<file path="src/rtl/mq_divider.sv">
module mq_divider #(
  parameter int W = 32
) (
  input  logic         clk,
  input  logic         rst_n,
  input  logic         start,
  input  logic         op_long,
  input  logic [W-1:0] ra,
  input  logic [W-1:0] rb,
  input  logic         oe,
  input  logic         rc,
  input  logic         mq_we,
  input  logic [W-1:0] mq_wdata,
  output logic         busy,
  output logic         done,
  output logic [W-1:0] quotient,
  output logic [W-1:0] mq,
  output logic         ov,
  output logic         so,
  output logic [3:0]   cr
);
  localparam int DW = 2 * W;
  localparam int CW = $clog2(DW + 1);
  localparam logic [CW-1:0] N_LONG  = CW'(DW);
  localparam logic [CW-1:0] N_SHORT = CW'(W);
  localparam logic [DW-1:0] QLIM = DW'(1) << (W - 1);

  logic          run, fin;
  logic [CW-1:0] cnt;
  logic [DW-1:0] dq;
  logic [W-1:0]  rem, dvs;
  logic          neg_q, neg_r, oe_r, rc_r;

  wire           idle  = !run && !fin;
  wire           go    = start && idle;
  wire [DW-1:0]  dd64  = {ra, mq};
  wire           neg_d = op_long ? dd64[DW-1] : ra[W-1];
  wire [DW-1:0]  mag64 = dd64[DW-1] ? -dd64 : dd64;
  wire [W-1:0]   mag32 = ra[W-1] ? -ra : ra;
  wire [DW-1:0]  mag_d = op_long ? mag64 : {mag32, {W{1'b0}}};

  wire [W:0]     rs    = {rem, dq[DW-1]};
  wire [W:0]     diff  = rs - {1'b0, dvs};
  wire           ge    = !diff[W];

  wire           fits  = neg_q ? (dq <= QLIM) : (dq < QLIM);
  wire           ovf   = (dvs == '0) || !fits;
  wire [W-1:0]   q_res = neg_q ? -dq[W-1:0] : dq[W-1:0];
  wire [W-1:0]   r_res = neg_r ? -rem : rem;
  wire           so_nx = so | (oe_r & ovf);

  assign busy = run | fin;

  always_ff @(posedge clk) begin
    if (!rst_n) begin
      run <= 1'b0;
      fin <= 1'b0;
      cnt <= '0;
      dq <= '0;
      rem <= '0;
      dvs <= '0;
      neg_q <= 1'b0;
      neg_r <= 1'b0;
      oe_r <= 1'b0;
      rc_r <= 1'b0;
      done <= 1'b0;
      quotient <= '0;
      mq <= '0;
      ov <= 1'b0;
      so <= 1'b0;
      cr <= '0;
    end else begin
      done <= 1'b0;
      if (go) begin
        run <= 1'b1;
        cnt <= op_long ? N_LONG : N_SHORT;
        dq <= mag_d;
        rem <= '0;
        dvs <= rb[W-1] ? -rb : rb;
        neg_q <= neg_d ^ rb[W-1];
        neg_r <= neg_d;
        oe_r <= oe;
        rc_r <= rc;
      end else if (idle && mq_we) begin
        mq <= mq_wdata;
      end
      if (run) begin
        rem <= ge ? diff[W-1:0] : rs[W-1:0];
        dq <= {dq[DW-2:0], ge};
        cnt <= cnt - 1'b1;
        if (cnt == CW'(1)) begin
          run <= 1'b0;
          fin <= 1'b1;
        end
      end
      if (fin) begin
        fin <= 1'b0;
        done <= 1'b1;
        quotient <= q_res;
        mq <= r_res;
        if (oe_r) begin
          ov <= ovf;
          so <= so_nx;
        end
        if (rc_r && !ovf)
          cr <= {q_res[W-1], !q_res[W-1] && (q_res != '0), q_res == '0, so_nx};
      end
    end
  end
endmodule

</file>
<file path="config.mk">
export PLATFORM = sky130hd
export DESIGN_NAME = mq_divider
export DESIGN_NICKNAME = d
export VERILOG_FILES = /design/src/rtl/mq_divider.sv
export SDC_FILE = /design/constraint.sdc
export NUM_CORES = 1
export LEC_CHECK = 0
export ABC_AREA = 0
export BUFFER_PORTS_ARGS = -buffer_cell sky130_fd_sc_hd__buf_2
export CORE_UTILIZATION = 24
export DETAILED_ROUTE_END_ITERATION = 7
export SYNTH_ARGS = -nofsm -noshare
export SYNTH_HDL_FRONTEND = slang
export SYNTH_SLANG_ARGS = --single-unit
export TNS_END_PERCENT = 5
</file>
<file path="constraint.sdc">
create_clock -name clk -period 3.5 [get_ports clk]
set_input_delay 0.175 -clock clk [delete_from_list [all_inputs] [get_ports clk]]
set_output_delay 0.175 -clock clk [all_outputs]
set_load 0.03 [all_outputs]
</file>
---- Word-level counts from Yosys, hierarchy flattened ----
Index checks and enable logic that the tools add are counted.
word-level totals
  output and inout bits ................... 72
  bits in registers ....................... 212
  input port bits ......................... 103
  logic and storage cells ................. 77
cells by class
  muxes and demuxes ....................... 23
  reduce and logical (&&, ||, !) cells .... 21
  add/subtract/negate cells ............... 7
  bitwise logic cells ..................... 6
  $lt $le $gt $ge ......................... 2
  eq/ne operators ......................... 2
operator list
  kind                                                              count
  two-way mux 32 bit                                                10
  two-way mux 64 bit                                                4
  negation 32 bit                                                   4
  less-or-equal comparator 64 x 32 -> 1 bit, second input constant  1
  logical NOT 32 bit                                                2
  < comparator 64 x 32 -> 1 bit, second input constant              1
  negation 64 bit                                                   1
  subtractor 33 x 32 -> 33 bit                                      1
  nonzero test 32 bit                                               1
  two-way mux 7 bit                                                 3
  == test 7 x 1 -> 1 bit, second input constant                     1
  subtractor 7 x 1 -> 7 bit, second input constant                  1
  logical NOT 1 bit                                                 6
  two-way mux 1 bit                                                 6
  AND reduction 2 bit                                               3
  logical AND 1 bit                                                 5
  nonzero test 2 bit                                                2
  OR reduction 3 bit                                                1
  inequality test 2 bit, second input constant                      1
  NOT 1 bit                                                         2
  OR 1 bit                                                          2
  AND 1 bit                                                         1
  logical OR 1 bit                                                  1
  XOR 1 bit                                                         1

---- Logic depth before layout (Yosys ltp) ----
  depth in word-level cells ............... 7
  depth in mapped cells ................... 14
  mapped depth without buffers ............ 12

---- Least setup slack after synthesis ----
OpenSTA, ideal clock, no wires.
  path kind ............................... reg-to-reg
  from .................................... register dq[63]
  to ...................................... register rem[30]
  clock period less this slack ............ 3.201 ns
  arrival ................................. 3.114 ns
  slack ................................... 0.299 ns
  cell stages (with the launch flop) ...... 14
  cell sequence ........................... dfxtp_1 -> inv_1 -> ha_1 -> fa_1 -> nand2b_1 -> a21o_1 -> a41oi_1 -> a21o_1 -> a31oi_1 -> o211ai_1 -> clkbuf_1 -> clkbuf_1 -> a32oi_1 -> o31ai_1
between the ends
  cells in the longest elaborated chain, start to end .. 3
ends and longest elaborated chain
  item                          RTL line  text
  from (decl)                   30        logic [DW-1:0] dq;
  from (signal assigned)        77        dq <= mag_d;
  from (signal assigned)        89        dq <= {dq[DW-2:0], ge};
  subtractor 33 x 32 -> 33 bit  43        wire [W:0] diff = rs - {1'b0, dvs};
  two-way mux 32 bit            88        rem <= ge ? diff[W-1:0] : rs[W-1:0];
  two-way mux 32 bit            87        if (run) begin
  to (signal assigned)          88
  to (decl)                     31        logic [W-1:0] rem, dvs;
Every way passes these cells.
A chain may end at the register's enable or synchronous reset.

---- Worst setup path after layout ----
  from .................................... register mq[10]
  to ...................................... register dq[63]
between the ends
  cells in the longest elaborated chain, start to end .. 5
ends and longest elaborated chain
  item                    RTL line  text
  from (decl)             17        output logic [W-1:0] mq,
  from (signal assigned)  85        mq <= mq_wdata;
  from (signal assigned)  100       mq <= r_res;
  negation 64 bit         38        wire [DW-1:0] mag64 = dd64[DW-1] ? -dd64 : dd64;
  two-way mux 64 bit      38
  two-way mux 64 bit      40        wire [DW-1:0] mag_d = op_long ? mag64 : {mag32, {W{1'b0}}};
  two-way mux 64 bit      74        if (go) begin
  two-way mux 64 bit      87
Every way passes these cells. The select of a mux whose other input is x is not followed.

==> results.txt <==
Post-synth EDFFs -> 0
Worst Reg2Reg Path Length in Cells -> 8
Endpoints failing setup -> 0
Sequential area share after synthesis -> 31.1%
Worst slew margin -> 46.1%
Worst r2r src -> mq[10]
Max Slew Vio Count -> 0
Vias per inst -> 5.10
Share of the synthesized area in the top cell type -> 31.1%
Lkg Pwr -> 0.00691 uW
CTS tree -> yes
Clock slew at reported path FFs -> 0.06 ns
Worst-Skew Late Latency -> 0.55 ns
Post-Layout Cell Count -> 2716
Tmin final -> 3.27 ns
Routed len/inst -> 17.5 um
Synth area leader -> dfxtp_1
Layout cell share with drive strength beyond 1 -> 16.9%
RePlAce Congestion -> 0.914
Post-synthesis instance total -> 1736
PD cells -> 439 mW/mm^2
Width of the die -> 241 um
Gr usage total -> 15.9%
Setup TNS -> 0 ns
Die area -> 0.0579 sq mm
HP Class -> input port to flop
Ys flop type -> dfxtp_1
Clk buf depth -> 3
CTS Root Cell -> clkbuf_16
Register bit total from synthesis -> 212
Antenna diodes -> 0
Total number of vias -> 13900
Post-route ant nets -> 0
Nets -> 2083
Port Buffer Count -> 174
Post_cts resized -> 0
Outcome -> finished clean
Worst slew pin tran -> 0.802 ns
Final period util -> 93.4%
Critical path class -> flop to flop
Max rail drop VDD -> 0.377 mV
Clock Sinks -> 212
RR Endpoint -> dq[63]
Antenna violations before repair -> 1
DP HPWL -> 37100 um
Placed insts -> 2619
Max_cap viols -> 0
Async SR Flop Fraction -> 0%
Worst hold start -> rb[16]
Placement Rows -> 87
RSZ-0062 raised after global routing -> false
Vias in the first global route -> 13000
DR pass1 iterations -> 6
Syn Std Cell Area -> 0.0137 sq mm
Critical Path RT -> 4.00 ns
Power after layout -> 7490 uW
Kind of end point of the critical path -> flop
First DRT Iteration DRCs -> 1037
Total grt overflow -> 0
Count of cell types in the netlist -> 68
Die Span Y -> 241 um
Clock H-tree levels -> 1
Post-synth top cells -> dfxtp_1 (212), nand2_1 (184), nor2_1 (179)
Synth warnings -> 0
Clk_skew -> 0.0138 ns
Residual DRC -> 0
Hold path endpoint -> dvs[16]
Area Overhead vs Synth -> 25.0%
Syn_area_per_cell -> 7.87 sq um
Final hold violation count -> 0
CTS Buf Count -> 27
Initial Util -> 24.3%
Top cells by area, synth -> dfxtp_1 (31%), xor2_1 (6.7%), a211oi_1 (5.3%)
Crit path launch type -> flop
Largest net degree at the start of global routing -> 68
Final core area utilization -> 30.3%
Crit path DAT -> 3.76 ns
Most frequent cell after synthesis -> dfxtp_1
Syn Nets -> 1880
Core Area -> 0.0563 sq mm
Number of buffers added for setup after CTS -> 0
Routed wire length -> 47600 um
Hold depth -> 3
Register-to-register setup slack -> 0.23 ns
First-pass GRT wire length -> 73100 um
Fmax -> 306 MHz
Max FO, Critical Path -> 5
IO Count -> 175
[cell families (layout without fill, tap and decap cells)]
| logic type | Yosys count | count (layout) | synth area share, % |
|---|---|---|---|
| flops | 212 | 212 | 31.1 |
| buf+inv | 176 | 400 | 4.91 |
| xor+xnor | 169 | 169 | 10.8 |
| compound gates | 511 | 511 | 25.2 |
| mux | 53 | 53 | 3.91 |
| simple gates | 574 | 574 | 20.3 |
| fa+ha+maj | 41 | 41 | 3.81 |
[power by group]
group	switching, uW	leakage [uW]	internal [uW]
sequential	155	0.00173	2540
combinational	1050	0.00470	687
clock	1150	0.000480	1910
[timing repair]
item,4_1_cts,5_1_grt
endpoints found under the setup margin,0,0
hold endpoints to repair,47,0
hold buffers,47,0
[per-stage QoR]
stage	instance area [sq um]	hold WS (ns)	setup slack (ns)
detailed placement	15600	0.439	0.249
floorplan	13700	0.311	0.299
global placement	15600	0.442	0.270
global route	17100	0.0177	0.00311
CTS	17100	0.00106	0.222
finish	17100	0.0151	0.231
[state kept, by name, indices dropped and copies added, names as in the netlist, 4 cells and up]
signal	cells
dvs	32
mq	32
dq	64
rem	32
cnt	7
cr	4
quotient	32
[per-layer routing]
layer / vias to the layer above / track usage (%) / wire length (um) / part of all wire (%)
li1: 6746 / - / - / -
met1: 6609 / 20.5 / 20900 / 44
met2: 399 / 26.7 / 22400 / 47
met3: 94 / 2.36 / 2620 / 5.5
met4: 2 / 5.79 / 1700 / 3.6
met5: - / 0 / 13 / 0.027
[cell type report]
type | instances | area [sq um]
Tap cell | 756 | 946
Inverter | 61 | 231
Fill cell | 6069 | 39200
Timing Repair Buffer | 289 | 1900
Clock inverter | 20 | 275
Clock buffer | 30 | 707
Multi-Input combinational cell | 1348 | 8760
Sequential cell | 212 | 4250
[layout by cell type, fill, tap and decap left out, types with 47 or more instances in the layout]
cell and instances:
dfxtp_1 210, nand2_1 183, nor2_1 178, buf_2 174, xor2_1 105, o21ai_0 103, a211oi_1 97, a21oi_1 88
xnor2_1 64, buf_4 64, inv_1 60, mux2i_1 50, o31ai_1 48, dlygate4sd3_1 47
[worst max-delay path: stages (launching register included)]
cell	delay, ns
dfxtp_1	0.31
or4_4	0.55
or4_4	0.47
or4_1	0.63
o21ai_1	0.17
buf_4	0.15
nand4_1	0.16
nor4_1	0.59
o21a_1	0.17
[how the worst max path moves through the flow]
stage               endpoint  depth (start not counted)    from
floorplan            rem[30]                         13  dq[63]
global placement      dq[63]                          8  mq[10]
detailed placement    dq[63]                          8  mq[10]
CTS                   dq[63]                          8  mq[10]
global route           cr[2]                         13   dq[0]
finish                dq[63]                          8  mq[10]
Note: power is estimated with default switching activity, not from simulation.
